### src/rtl/ctrl_decode_pkg.sv
package ctrl_decode_pkg;

  localparam int unsigned OP_W    = 6;
  localparam int unsigned FN_W    = 6;
  localparam int unsigned CLASS_W = 2;
  localparam int unsigned CTL_W   = 3;

  localparam logic [OP_W-1:0] OPC_RRR  = 6'b000000;
  localparam logic [OP_W-1:0] OPC_LOAD = 6'b100011;
  localparam logic [OP_W-1:0] OPC_STOR = 6'b101011;
  localparam logic [OP_W-1:0] OPC_BEQ  = 6'b000100;

  localparam logic [FN_W-1:0] FN_ADD = 6'b100000;
  localparam logic [FN_W-1:0] FN_SUB = 6'b100010;
  localparam logic [FN_W-1:0] FN_AND = 6'b100100;
  localparam logic [FN_W-1:0] FN_OR  = 6'b100101;
  localparam logic [FN_W-1:0] FN_SLT = 6'b101010;

  typedef enum logic [CLASS_W-1:0] {
    CLS_ADD   = 2'b00,
    CLS_SUB   = 2'b01,
    CLS_FUNCT = 2'b10,
    CLS_RSVD  = 2'b11
  } alu_class_e;

  typedef enum logic [CTL_W-1:0] {
    ALU_AND  = 3'b000,
    ALU_OR   = 3'b001,
    ALU_ADD  = 3'b010,
    ALU_NONE = 3'b011,
    ALU_SUB  = 3'b110,
    ALU_SLT  = 3'b111
  } alu_ctl_e;

  typedef struct packed {
    logic       dst_sel;
    logic       imm_sel;
    logic       load_sel;
    logic       rf_we;
    logic       dm_we;
    logic       branch;
    alu_class_e alu_class;
  } main_ctl_t;

endpackage

### src/rtl/ctrl_op_classify.sv
module ctrl_op_classify
  import ctrl_decode_pkg::*;
(
  input  logic [OP_W-1:0] op_i,
  output logic            known_o,
  output logic            is_rrr_o,
  output logic            is_load_o,
  output logic            is_store_o,
  output logic            is_beq_o
);

  always_comb begin
    is_rrr_o   = (op_i == OPC_RRR);
    is_load_o  = (op_i == OPC_LOAD);
    is_store_o = (op_i == OPC_STOR);
    is_beq_o   = (op_i == OPC_BEQ);
    known_o    = is_rrr_o | is_load_o | is_store_o | is_beq_o;
  end

endmodule

### src/rtl/ctrl_main_dec.sv
module ctrl_main_dec
  import ctrl_decode_pkg::*;
#(
  parameter bit BIT_REDUCED = 1'b1
) (
  input  logic [OP_W-1:0] op_i,
  input  logic            known_i,
  input  logic            is_rrr_i,
  input  logic            is_load_i,
  input  logic            is_store_i,
  input  logic            is_beq_i,
  output main_ctl_t       ctl_o
);

  // Mux selects follow single opcode bits whatever the opcode is.
  always_comb begin
    ctl_o.dst_sel = ~op_i[0];
    ctl_o.imm_sel =  op_i[0];
  end

  generate
    if (BIT_REDUCED) begin : g_reduced
      // Within the four supported encodings, a few opcode bits separate
      // every enable; the legality flag blocks all other opcodes.
      always_comb begin
        ctl_o.rf_we     = known_i & ~op_i[3] & ~op_i[2];
        ctl_o.dm_we     = known_i &  op_i[3];
        ctl_o.load_sel  = known_i &  op_i[5] & ~op_i[3];
        ctl_o.branch    = known_i &  op_i[2];
        ctl_o.alu_class = alu_class_e'({known_i & ~op_i[5] & ~op_i[2],
                                        known_i &  op_i[2]});
      end
    end else begin : g_table
      always_comb begin
        ctl_o.rf_we     = is_rrr_i | is_load_i;
        ctl_o.dm_we     = is_store_i;
        ctl_o.load_sel  = is_load_i;
        ctl_o.branch    = is_beq_i;
        if (is_rrr_i)      ctl_o.alu_class = CLS_FUNCT;
        else if (is_beq_i) ctl_o.alu_class = CLS_SUB;
        else               ctl_o.alu_class = CLS_ADD;
      end
    end
  endgenerate

endmodule

### src/rtl/ctrl_alu_dec.sv
module ctrl_alu_dec
  import ctrl_decode_pkg::*;
(
  input  alu_class_e      class_i,
  input  logic [FN_W-1:0] funct_i,
  output alu_ctl_e        ctl_o
);

  alu_ctl_e fn_ctl;

  always_comb begin
    unique case (funct_i)
      FN_ADD:  fn_ctl = ALU_ADD;
      FN_SUB:  fn_ctl = ALU_SUB;
      FN_AND:  fn_ctl = ALU_AND;
      FN_OR:   fn_ctl = ALU_OR;
      FN_SLT:  fn_ctl = ALU_SLT;
      default: fn_ctl = ALU_NONE;
    endcase
  end

  always_comb begin
    unique case (class_i)
      CLS_ADD:   ctl_o = ALU_ADD;
      CLS_SUB:   ctl_o = ALU_SUB;
      CLS_FUNCT: ctl_o = fn_ctl;
      default:   ctl_o = ALU_NONE;
    endcase
  end

endmodule

### src/rtl/ctrl_decode_top.sv
module ctrl_decode_top
  import ctrl_decode_pkg::*;
#(
  parameter bit BIT_REDUCED = 1'b1
) (
  input  logic [5:0] op_i,
  input  logic [5:0] funct_i,
  output logic       dst_sel_o,
  output logic       imm_sel_o,
  output logic       load_sel_o,
  output logic       rf_we_o,
  output logic       dm_we_o,
  output logic       branch_o,
  output logic [1:0] alu_class_o,
  output logic [2:0] alu_ctl_o
);

  logic      known, is_rrr, is_load, is_store, is_beq;
  main_ctl_t main_ctl;
  alu_ctl_e  alu_ctl;

  ctrl_op_classify u_cls (
    .op_i       (op_i),
    .known_o    (known),
    .is_rrr_o   (is_rrr),
    .is_load_o  (is_load),
    .is_store_o (is_store),
    .is_beq_o   (is_beq)
  );

  ctrl_main_dec #(.BIT_REDUCED(BIT_REDUCED)) u_main (
    .op_i       (op_i),
    .known_i    (known),
    .is_rrr_i   (is_rrr),
    .is_load_i  (is_load),
    .is_store_i (is_store),
    .is_beq_i   (is_beq),
    .ctl_o      (main_ctl)
  );

  ctrl_alu_dec u_alu (
    .class_i (main_ctl.alu_class),
    .funct_i (funct_i),
    .ctl_o   (alu_ctl)
  );

  always_comb begin
    dst_sel_o   = main_ctl.dst_sel;
    imm_sel_o   = main_ctl.imm_sel;
    load_sel_o  = main_ctl.load_sel;
    rf_we_o     = main_ctl.rf_we;
    dm_we_o     = main_ctl.dm_we;
    branch_o    = main_ctl.branch;
    alu_class_o = main_ctl.alu_class;
    alu_ctl_o   = alu_ctl;
  end

endmodule

### config.mk
export PLATFORM = sky130hd
export DESIGN_NAME = ctrl_decode_top
export DESIGN_NICKNAME = d
export VERILOG_FILES = /design/src/rtl/ctrl_decode_pkg.sv /design/src/rtl/ctrl_op_classify.sv /design/src/rtl/ctrl_main_dec.sv /design/src/rtl/ctrl_alu_dec.sv /design/src/rtl/ctrl_decode_top.sv
export SDC_FILE = /design/constraint.sdc
export NUM_CORES = 1
export LEC_CHECK = 0
export BUFFER_PORTS_ARGS = -buffer_cell sky130_fd_sc_hd__buf_4
export CAP_MARGIN = 10
export CORE_AREA = 10 10 47 49
export DETAILED_ROUTE_END_ITERATION = 16
export DIE_AREA = 0 0 57 59
export PLACE_DENSITY = 0.43
export SLEW_MARGIN = 25
export SYNTH_ARGS = -nofsm -noshare
export SYNTH_HDL_FRONTEND = slang
export SYNTH_SLANG_ARGS = --single-unit
### constraint.sdc
create_clock -name vclk -period 0.9
set_input_delay 0.045 -clock vclk [all_inputs]
set_output_delay 0.045 -clock vclk [all_outputs]
set_load 0.02 [all_outputs]
# Word level (Yosys, flattened, before mapping)
# Index checks and enable logic that the tools add are counted.
# word_totals
register_bits	0
out_inout_bits	11
wordCells	29
# classes
n_eq_ne	10
n_mux	2
bitwise	15
n_reduce_logical	2
# ops
op	n
$eq A6 B6 Y1 const B	7
$pmux W3 S5	1
$pmux W3 S3	1
$and A1 B1 Y1	8
$eq A6 B3 Y1 const B	1
$logic_not A6 Y1	1
$not A1 Y1	4
$or A1 B1 Y1	3
$eq A2 B1 Y1 const B	1
$eq A2 B2 Y1 const B	1
$logic_not A2 Y1	1

# Depth between registers and ports, before layout
# Gate-level depths: netlist of run 1.
# depth
ltp_word	8
depth_mapped	3
depth_no_buf	3

# Hierarchy
# Synthesis of run 1 repeated with hierarchy kept, for this count alone.
# unflattened
cells_unflattened	24
area_unflattened_um2	201.4
# by_module_without_submodules
module	instances	cells_each	area_per_inst_um2	seq_area_each_um2
ctrl_alu_dec	1	8	72.6	0.0
ctrl_main_dec	1	8	66.3	0.0
ctrl_op_classify	1	8	62.6	0.0

# Worst setup path after synthesis of run 1
# OpenSTA, ideal clock, no wires.
# synth_path
path_kind	input port to output port
from	in op_i[1]
to	out alu_class_o[0]
arrival_ns	1.454
required_ns	0.855
path_slack_ns	-0.599
stages	3
n_path_buf	1
cell_sequence	or4_4 nor3b_1 buf_4
# synth_via
elab_chain_len	5
elab_cells_between_ends	8
# synth_rtl
item	line	rtl
start, declared	ctrl_decode_top.sv:6	input logic [5:0] op_i,
$eq A6 B6 Y1 or $logic_not A6 Y1 (tied branches)	ctrl_op_classify.sv:14, ctrl_op_classify.sv:13	
$or A1 B1 Y1 (2 in series)	ctrl_op_classify.sv:17	known_o = is_rrr_o | is_load_o | is_store_o | is_beq_o;
$or A1 B1 Y1 *	ctrl_op_classify.sv:17	
$and A1 B1 Y1 *	-	
end, declared	ctrl_decode_top.sv:14	output logic [1:0] alu_class_o,
# Every way passes the cells marked *; elsewhere a longest branch is shown, timed or not.

# Final worst setup path of run 1
# layout_path
from	in op_i[1]
to	out alu_ctl_o[0]
# layout_via
elab_chain_len	8
elab_cells_between_ends	14
# layout_rtl
item	line	rtl
$eq A6 B6 Y1 or $logic_not A6 Y1 (tied branches)	ctrl_op_classify.sv:14, ctrl_op_classify.sv:13	
$or A1 B1 Y1 (2 in series)	ctrl_op_classify.sv:17	
$or A1 B1 Y1 *	ctrl_op_classify.sv:17	
$and A1 B1 Y1 (2 in series)	ctrl_main_dec.sv:30	ctl_o.alu_class = alu_class_e'({known_i & ~op_i[5] & ~op_i[2],
$eq A2 B2 Y1 (tied with other cells)	ctrl_alu_dec.sv:23	unique case (class_i)
$pmux W3 S3 *	ctrl_alu_dec.sv:23	
end, declared	ctrl_decode_top.sv:15	output logic [2:0] alu_ctl_o
# Marked as above.

==> results.txt, run 1 <==
- The flow ran to the end, but the final reports show violations.
* Failing checks: negative setup slack
* Vertical die dimension: 59 µm
- Routability-driven placement finished with a final weighted congestion of 0.565.
* Total area of multi-input combinational cells: 134 µm²
- Once the floorplan was initialized, standard cells occupied 9.29% of the core.
- The min-delay analysis places its worst path in the category in -> out.
- Power per cell area: 299 nW/µm²
- After synthesis, flip-flops and latches occupy 0% of the total area.
- The number of antenna violations at the first check in global routing came to 0.
* Number of unique standard cell types used by synthesis: 13
- In the detailed route, the total length drawn on met3 is 74 µm.
- Routed via count: 226
* Critical Path Sink: alu_ctl_o[0]
- Summed over all cells, the static leakage comes to 0.000185 µW.
- By area the synthesized netlist is led by nand4b_1, nor3_4, buf_4.
* Synthesized net count: 30
- Post-detailed-placement cell area: 360 µm²
- Number of global-route vias before repair: 260
* Remaining DRCs: 0
- Wire length on met2: 337 µm
* DR iter-0 viols: 0
- The post-route netlist has 72.1% of its cells at a drive strength greater than 1.
- Worst path buffer plus inverter count: 2
* I/O Pins: 23
* Fillers: 158
- For the worst setup path, the data required time is 0.85 ns.
- Num rows: 14
- Wire length of the first global-routing pass: approximately 1100 µm
- Worst Setup Start Kind: primary input
* Clock tree buffer count of the final layout: 0
- STA classifies the critical path endpoint as a primary output.
- Remaining max-slew budget at the tightest pin: 82.5%
* Average via count per standard cell: 3.83
- Synth warn: 0
* Final hold viol count: 0
- Final setup slack of the worst path: -0.380 ns
- Sequential cells: 0
- The die covers 3360 µm².
- Synthesized area: 130 µm²
- Counting every instance in the synthesized netlist gives 18.
- In this run the mean area of a mapped cell was 7.23 µm².
- Across the VDD grid, the largest voltage drop is 113 µV.
- Count of final setup violators: 7
- Ratio of final minimum period to clock period: 142%
- Width of the die: 57 µm
- The number of antenna diodes in the final layout is 0.
- For the final routed database, the setup TNS stands at -2.22 ns.
- Aggregate global-route resource usage: roughly 3.8%
- Setup repair after global routing could not meet its margin everywhere.
- Setup CP Type: in -> out
- Register Area: 0 µm²
- With fillers left out, the area of the finished cells amounts to approximately 390 µm².
* Minimum clock period: about 1.3 ns
- Crit path max-delay family: simple AND/OR/NAND/NOR gates
* Final routed wirelength across all metal layers: between 600 and 700 µm
- Yosys top cell area share: a little over an eighth
* Worst slack at placement: -0.402 ns
* Largest net degree at the start of global routing: 6
- Max-cap violations in this run came to 0.
- Highest clock rate: slightly below 800 MHz
- The most critical setup path has its startpoint at op_i[1].
- Delay of the slowest critical-path stage: 0.56 ns
- The cell that appears most often on the critical path is buf_6.
- The region available for standard cell placement spans approximately 1400 µm².
- Area leader, netlist: nand4b_1
* Layout Area Growth over Synthesis: 200%
* Met1 wire length: 266 µm
- Final number of max-transition violations: 0
- Port bufs: 23
* Mean routed wirelength per cell: 11.5 µm
* Overall overflow remaining after global route: 0
* Final Total Pwr: 117 µW
- Antenna viol nets, final: 0
- Data on the critical path arrives at its endpoint at ~1.2 ns.
* Final Net Count: 57
* First-pass iteration count of the detailed router: 1
- Top metal layer carrying routed signals: met3
- Cell breakdown of the critical path: buf_6 > or4_4 > nor3_4 > a21boi_4 > buf_6
- Along the worst path, the maximum fanout reaches 4.
- Worst Max-Slew Pin Slew: 0.263 ns
- Master of the slowest instance on the critical path: or4_4
- In this run the number of cells on the critical path is 5.
## per-stage QoR
step / hold slack, ns / utilization, % / cells
2_1_floorplan: 0.129 / - / 18
3_3_place_gp: 0.409 / 25.7 / 59
3_5_place_dp: 0.411 / 25.7 / 59
4_1_cts: 0.393 / 27.9 / 59
5_1_grt: 0.405 / 27.9 / 59
6_report: 0.392 / 27.9 / 59
## worst min-delay path by stage
stage,startpoint,to,cells past startpoint
CTS,op_i[0],imm_sel_o,3
detailed placement,op_i[0],imm_sel_o,3
floorplan,op_i[3],branch_o,1
finish,op_i[0],imm_sel_o,3
global route,op_i[0],imm_sel_o,3
global placement,op_i[0],imm_sel_o,3
## logic make-up (layout without fill, tap and decap cells)
logic type | after synthesis | in the layout | synth area share, %
simple gates | 12 | 12 | 71.2
buf+inv | 3 | 28 | 14.4
compound gates | 3 | 3 | 14.4
## per-layer routing
| metal | vias to the layer above | global-route usage [%] |
|---|---|---|
| li1 | 117 | - |
| met1 | 97 | 3.81 |
| met2 | 12 | 7.29 |
| met3 | 0 | 1.72 |
| met4 | 0 | 0 |
| met5 | - | 0 |
## final cells by class
type,instances,share of cell area (%)
inverters,1,0.962
multi-input cells,15,34.3
well taps,16,5.13
repair buffers,27,59.6
## where the power goes
group / switching, µW / internal (µW) / leakage (µW) / total (µW)
sequential: 0 / 0 / 0 / 0
clock: 0 / 0 / 0 / 0
combinational: 48.4 / 68.4 / 0.000185 / 117
total: 48.4 / 68.4 / 0.000185 / 117
## tightest hold or removal path, stage by stage
cell and delay (ns):
buf_6 0.07, buf_4 0.10, buf_4 0.13
## Yosys cell counts
library cell,count
or2_1,1
nor2b_1,2
nor3b_1,2
nand4b_1,2
nor3_4,1
or4_4,1
a21oi_1,1
a31oi_1,1
nor3_1,2
buf_4,2
inv_1,1
a21boi_1,1
nor2_1,1
## cell usage in the layout, fill, tap and decap left out, types with 2 or more instances in the layout
| cell type | synthesis | layout |
|---|---|---|
| buf_4 | 2 | 19 |
| buf_6 | 0 | 8 |
| nor2b_1 | 2 | 2 |
| nor3_1 | 2 | 2 |
| nand4b_1 | 2 | 2 |
## repair_timing
item                                   4_1_cts  5_1_grt
setup endpoints to repair                    7        7
pin swaps                                    2        3
endpoints found under the hold margin        0        0
hold buffers                                 0        0
resized for setup                            8        0
setup buffers                                0        0
Note: power is estimated with default switching activity, not from simulation.
==> run 2: changes to the inputs <==
--- a/config.mk
+++ b/config.mk
@@ -7,10 +7,12 @@
 export LEC_CHECK = 0
 export BUFFER_PORTS_ARGS = -buffer_cell sky130_fd_sc_hd__buf_4
 export CAP_MARGIN = 10
+export CELL_PAD_IN_SITES_DETAIL_PLACEMENT = 0
+export CELL_PAD_IN_SITES_GLOBAL_PLACEMENT = 1
 export CORE_AREA = 10 10 47 49
 export DETAILED_ROUTE_END_ITERATION = 16
 export DIE_AREA = 0 0 57 59
-export PLACE_DENSITY = 0.43
+export PLACE_DENSITY = 0.64
 export SLEW_MARGIN = 25
 export SYNTH_ARGS = -nofsm -noshare
 export SYNTH_HDL_FRONTEND = slang
==> run 2 against run 1 <==
Compared with the run above:
- the run still ends with negative setup slack left
- power up 3.7%
- worst setup slack gained 0.044 ns
- design area up 4.2%
- clock-buffer cell count stayed put
- final cell count is 1.7% higher
- flip-flop and latch count did not move
- sequential share of layout area did not move
- fmax up 3.5%
- first-iteration DRC count up 1
- critical endpoint unchanged
- highest routed layer unchanged
==> results.txt, run 2 (synthesis results as in run 1) <==
- Result of the run: complete, but fails checks
- Failing checks: negative setup slack
* Remaining max-slew budget at the tightest pin: 84.4% (+1.9 points)
- Clock tree buffer count of the final layout: 0 (unchanged)
- The transition at the pin with the smallest max-transition slack is 0.232 ns (-0.0305 ns).
- The layout cell share with drive strength beyond 1 came to 75.0% (+2.9 points).
- Master of the slowest instance on the critical path: or4_4
- The worst endpoint data arrival time came to 1.19 ns (-0.05 ns).
- The pre-CTS setup slack was -0.373 ns (+0.0290 ns).
- Final setup slack of the worst path: -0.337 ns (+0.0438 ns)
- Maximum ir drop on the vdd rail: 118 µV (+3.9%)
- Compared with the post-synthesis result, the final layout area differs by 212%.
* Average via count per standard cell: 3.90 (+1.8%)
- CP required: 0.85 ns (about the same)
- Switch share: 41.2% (-0.25 points)
* Wire length of the first global-routing pass: 1060 µm (-4.3%)
* Hold Path Stages: 3 (unchanged)
- The overall die height is 59 µm (unchanged).
* Number of global-route vias before repair: 255 (-1.9%)
- Max-capacitance violation count: 0 (unchanged)
- Highest clock rate: 809 MHz (+3.5%)
* WHS: 0.388 ns (-0.00387 ns)
- The utilization of the core after routing is 29.0% (+1.2 points).
* Final Instance Count excl. Fillers: 60 (+1.7%)
* Die outline area: 3360 µm² (unchanged)
- Most common cell after layout, fill and taps aside: buf_4
- Width of the die: 57 µm (unchanged)
- The relative contribution of combinational cells to total power came to 100.0% (about the same).
- RD Place Congestion: 0.705 (+25%)
- Setup repair after global routing could not meet its margin everywhere.
* Effective utilization at floorplan: 9.29% (unchanged)
- In this design, the critical path's most frequently occurring cell is buf_6.
- Register Area: 0 µm² (unchanged)
- The part of the total power dissipated in the clock network is 0% (unchanged).
* Critical path peak fanout: 4 (unchanged)
* Count of final setup violators: 7 (unchanged)
- Net load switching power: 49.8 µW (+3.0%)
- Largest net degree at the start of global routing: 6 (unchanged)
- Start point of the worst min-delay path: op_i[0]
- Overall overflow remaining after global route: 0 (unchanged)
- The worst setup path is captured at a primary output.
* Delay of the slowest critical-path stage: 0.55 ns (about the same)
- The post-cts hold buffer count is 0 (unchanged).
* Total leakage power: 0.000192 µW (+4.0%)
- DR iter-0 viols: 1 (+1)
- Final hold viol count: 0 (unchanged)
* P_int: 71.2 µW (+4.1%)
- The HPWL after detailed placement is 644 µm.
- Seq pwr share: 0% (unchanged)
- The final layout net count was 58 (+1.8%).
- The post-route DRC violation count came to 0 (unchanged).
- The routed wire length was 697 µm (+2.7%).
- Routed via count: 234 (+3.5%)
- I/O Pins: 23 (unchanged)
- Port bufs: 23 (unchanged)
- GR Layer Usage met2: 6.67% (-0.62 points)
* Antenna viol nets, final: 0 (unchanged)
* Met1 routing resource usage after global routing: 3.68% (-0.13 points)
- First-pass iteration count of the detailed router: 2 (+1)
- Power per cell area: 297 nW/µm² (-0.49%)
- The fraction of met3 tracks used by global routing was 1.93% (+0.21 points).
- Commonest cells after routing, fill and taps aside: buf_4, buf_6, nor2b_1, nand4b_1
- The number of rows created at floorplan is 14 (unchanged).
* Placed instance count: 60 (+1.7%)
* Final Total Pwr: 121 µW (+3.7%)
- Number of setup buffers added after CTS: 0 (unchanged)
- Aggregate global-route resource usage: 3.59% (-0.18 points)
- The antenna diode instance count came to 0 (unchanged).
* Final number of max-transition violations: 0 (unchanged)
- The tightest min-delay check is of the in -> out type.
* Initial antenna violation count: 0 (unchanged)
- Ratio of final minimum period to clock period: 137% (-4.9 points)
- The worst setup path is launched from a primary input.
- The area inside the core boundary was 1400 µm² (unchanged).
- The critical path in this run is classified as in -> out.
- Minimum clock period: 1.24 ns (-0.0438 ns)
* Mean routed wirelength per cell: 11.6 µm (+0.94%)
- Layer with the highest usage after global routing: met2
- Cell breakdown of the critical path: buf_6 > or4_4 > nor3_4 > a21boi_4 > buf_6
- The path with the worst hold slack has its endpoint at imm_sel_o.
- The number of flip-flops and latches was 0 (unchanged).
-- run 2: worst max path at each step --
stage                 start        endpoint  slack, ns  cells after the start
CTS                 op_i[1]  alu_class_o[0]      -0.35                      5
global route        op_i[1]    alu_ctl_o[0]      -0.40                      5
finish              op_i[1]    alu_ctl_o[0]      -0.34                      5
global placement    op_i[1]    alu_ctl_o[2]      -0.36                      5
floorplan           op_i[1]    alu_ctl_o[0]      -0.33                      3
detailed placement  op_i[1]    alu_ctl_o[0]      -0.37                      5
-- run 2: layout make-up --
class                      count  area [µm²]
fill                         169         995
inverter                       1        3.75
multi-input combinational     15         139
tap                           16        20.0
timing repair buffer          28         244
-- run 2: critical path: cells and delay by family --
family          cells  cell delay, ns
simple gates        2            0.72
buf+inv             2            0.22
compound gates      1            0.20
-- run 2: power groups by stage --
| stage | clock network, µW | logic (µW) | registers (µW) |
|---|---|---|---|
| 2_1_floorplan | 0 | 38.6 | 0 |
| 3_3_place_gp | 0 | 115 | 0 |
| 3_5_place_dp | 0 | 115 | 0 |
| 4_1_cts | 0 | 123 | 0 |
| 5_1_grt | 0 | 131 | 0 |
| 6_report | 0 | 121 | 0 |
-- run 2: timing repair --
item                       CTS  global route
gates resized for setup      9             1
pin swaps                    1             2
setup endpoints to repair    7             7
gates cloned                 0             0
-- run 2: metrics by stage --
stage               cell area [µm²]  setup TNS [ns]
floorplan                       153           -1.58
global placement                368           -2.32
detailed placement              368           -2.37
CTS                             403           -2.21
global route                    407           -2.49
finish                          407           -2.10
-- run 2: routing by layer --
metal | vias up | wire (µm) | share of wire [%]
met4 | 0 | 0 | 0
met3 | 0 | 100 | 14
met5 | - | 0 | 0
met2 | 15 | 313 | 45
li1 | 118 | - | -
met1 | 101 | 283 | 41
==> run 3: changes to the inputs <==
--- a/config.mk
+++ b/config.mk
@@ -5,6 +5,7 @@
 export SDC_FILE = /design/constraint.sdc
 export NUM_CORES = 1
 export LEC_CHECK = 0
+export ABC_AREA = 1
 export BUFFER_PORTS_ARGS = -buffer_cell sky130_fd_sc_hd__buf_4
 export CAP_MARGIN = 10
 export CELL_PAD_IN_SITES_DETAIL_PLACEMENT = 0
@@ -12,7 +13,7 @@
 export CORE_AREA = 10 10 47 49
 export DETAILED_ROUTE_END_ITERATION = 16
 export DIE_AREA = 0 0 57 59
-export PLACE_DENSITY = 0.64
+export PLACE_DENSITY = 0.76
 export SLEW_MARGIN = 25
 export SYNTH_ARGS = -nofsm -noshare
 export SYNTH_HDL_FRONTEND = slang
==> run 3 against run 2 <==
Compared with the run above:
- sequential share of layout area unchanged
- the run now ends clean
- flip-flop and latch count unchanged
- utilization decreased by 1.4 points
- global-route usage increased by 0.94 points
- synthesized cell count increased by 140%
- largest power group unchanged
- via count increased by 37%
- power increased by 3.9%
- non-clock buffer count decreased by 5
- wire length increased by 11%
- worst setup slack improved by 0.42 ns
==> results.txt, run 3 <==
- Result of the run: completed
- Layout Area Growth over Synthesis: 89.6%
* Wire length of the first global-routing pass: 1390 µm (+31%)
- Synthesized net count: 56 (+87%)
- Total area of multi-input combinational cells: 153 µm² (+9.9%)
* Total leakage power: 0.000227 µW (+18%)
* Core area: 1400 µm² (unchanged)
* Vertical die dimension: 59 µm (unchanged)
- Number of setup buffers added after CTS: 0 (unchanged)
- The biggest area contributor in the post-synthesis netlist is inv_1.
- The sequential cell area is 0 µm² (unchanged).
- The iteration count of the initial detailed-routing pass is 1 (-1).
* Critical path startpoint: op_i[5]
- Worst Setup Start Kind: primary input
- The average via count per standard cell came to 3.95 (+1.3%).
- The transition at the pin with the smallest max-transition slack is 0.223 ns (-0.00936 ns).
- Final Net Count: 79 (+36%)
* DR iter-0 viols: 0 (-1)
- The count of warnings emitted by yosys is 0 (unchanged).
* CP required: 0.85 ns (about the same)
* Share of cells above drive strength 1: 41.5% (-33 points)
- Number of resized instances in the post-cts repair step: 0 (-9)
- Clock tree buffer count of the final layout: 0 (unchanged)
- The minimum clock period after layout is 0.813 ns (-0.424 ns).
- The number of top-level pins is 23 (unchanged).
- Fillers: 179 (+5.9%)
* Critical Path Sink: alu_ctl_o[1]
* Mean routed wirelength per cell: 9.59 µm (-17%)
* Worst hold path class: in -> out
- The setup violation total in the final timing report was 0 (-7).
- Critical path peak fanout: 5 (+1)
- Final routed wirelength across all metal layers: 777 µm (+11%)
* Most instantiated cells after synthesis: inv_1, nor2_1, nand2_1, nand3_1, a21oi_1
* Final number of max-transition violations: 0 (unchanged)
- Routed via count: 320 (+37%)
* Post-synthesis instance total: 44 (+26)
- The via count of the first global-routing pass is 362 (+42%).
- The post-synthesis cell area is 204 µm² (+57%).
* Quantity of hold-fixing buffers added after cts: 0 (unchanged)
* Synth area leaders: inv_1, nor2_1, nand3_1
* Antenna viol nets, final: 0 (unchanged)
- Setup CP Type: in -> out
- Most common cell after layout, fill and taps aside: buf_4
- Highest clock rate: 1230 MHz (+52%)
- The number of antenna violations at the first check in global routing is 0 (unchanged).
* Ratio of final minimum period to clock period: 90.3% (-47 points)
- Capturing element type of the critical path: primary output
- Hold Path Stages: 2 (-1)
* Data arrival time of the critical path: 0.77 ns (-0.42 ns)
- The number of max-cap violations came to 0 (unchanged).
* Die outline area: 3360 µm² (unchanged)
- The width of the die was 57 µm (unchanged).
* Port bufs: 23 (unchanged)
- Number of unique standard cell types used by synthesis: 11 (-2)
- Most repeated cell in the gate-level netlist after synthesis: inv_1
- The final weighted congestion of routability-driven global placement was 0.708 (+0.44%).
- The number of rows created at floorplan is 14 (unchanged).
* Power per cell area: 325 nW/µm² (+9.3%)
* Final core area utilization: 27.6% (-1.4 points)
- Commonest cells after routing, fill and taps aside: buf_4, inv_1, nor2_1
- Setup repair after global routing could not meet its margin everywhere.
* Remaining max-slew budget at the tightest pin: 85.0% (+0.61 points)
- The initial standard-cell utilization of the core came to 14.6% (+5.3 points).
* Average cell area after synthesis: 4.64 µm² (-36%)
- The sequential fraction of the synthesis area is 0% (unchanged).
- The number of flip-flops and latches is 0 (unchanged).
- The sum of internal, switching and leakage power was 126 µW (+3.9%).
- Yosys top cell area share: 20.2% (+6.8 points)
- Largest net degree at the start of global routing: 6 (unchanged)
* Post-detailed-placement cell area: 382 µm² (+3.7%)
* Maximum ir drop on the vdd rail: 107 µV (-9.1%)
- The final instance area is 387 µm² (-4.9%).
- Aggregate global-route resource usage: 4.53% (+0.94 points)
* Remaining DRCs: 0 (unchanged)
* Overall overflow remaining after global route: 0 (unchanged)
- The half-perimeter wire length of the detailed placement result came to 744 µm (+16%).
- The number of hold violations in the final report came to 0 (unchanged).
* Antenna cell count: 0 (unchanged)
[run 3: changes by cell type after synthesis, sizes merged, moves of 3 or more]
cell | previous run | this run
nor3 | 3 | 0
nor2 | 1 | 12
nand2 | 0 | 6
inv | 1 | 11
a21oi | 1 | 4
nand3 | 0 | 6
[run 3: per-stage QoR]
stage | worst slack, ns | cells | setup TNS [ns] | hold WS, ns
2_1_floorplan | 0.0638 | 44 | 0 | 0.167
3_3_place_gp | 0.0748 | 81 | 0 | 0.334
3_5_place_dp | 0.0648 | 81 | 0 | 0.335
4_1_cts | 0.0611 | 81 | 0 | 0.335
5_1_grt | -0.00153 | 81 | -0.00153 | 0.351
6_report | 0.0874 | 81 | 0 | 0.332
[run 3: worst min path at each step]
stage | slack, ns | from | endpoint
after floorplan | 0.17 | op_i[0] | dst_sel_o
after global placement | 0.33 | op_i[0] | imm_sel_o
after detailed placement | 0.33 | op_i[0] | imm_sel_o
after CTS | 0.34 | op_i[0] | imm_sel_o
after global routing | 0.35 | op_i[0] | imm_sel_o
final | 0.33 | op_i[0] | imm_sel_o
[run 3: area by class of cell]
class,count,share of cell area (%)
inverter,11,10.7
tap,16,5.18
multi-input combinational,31,39.5
timing repair buffer,23,44.7
[run 3: kinds of logic (layout without fill, tap and decap cells)]
kind of cell,after synthesis,after routing,synth area share [%]
buffers and inverters,13,34,27.6
and+or+nand+nor,25,25,57.1
AOI/OAI and AO/OA,6,6,15.3
[run 3: report_power, final]
group          switching [µW]  internal [µW]  total, µW  leakage (µW)
Clock                       0              0          0             0
Sequential                  0              0          0             0
Combinational            64.4           61.3        126      0.000227
Total                    64.4           61.3        126      0.000227
[run 3: per-layer routing]
layer / GRT usage [%] / vias up / routed length, µm
met3: 2.79 / 0 / 134
met1: 4.37 / 126 / 292
met2: 8.53 / 15 / 350
met4: 0 / 0 / 0
li1: - / 179 / -
met5: 0 / - / 0
[run 3: worst max-delay path, cell delays in order]
cell     delay (ns)
buf_4          0.11
nor2_2         0.13
nand3_2        0.12
a21oi_1        0.14
nand2_1        0.07
buf_4          0.15
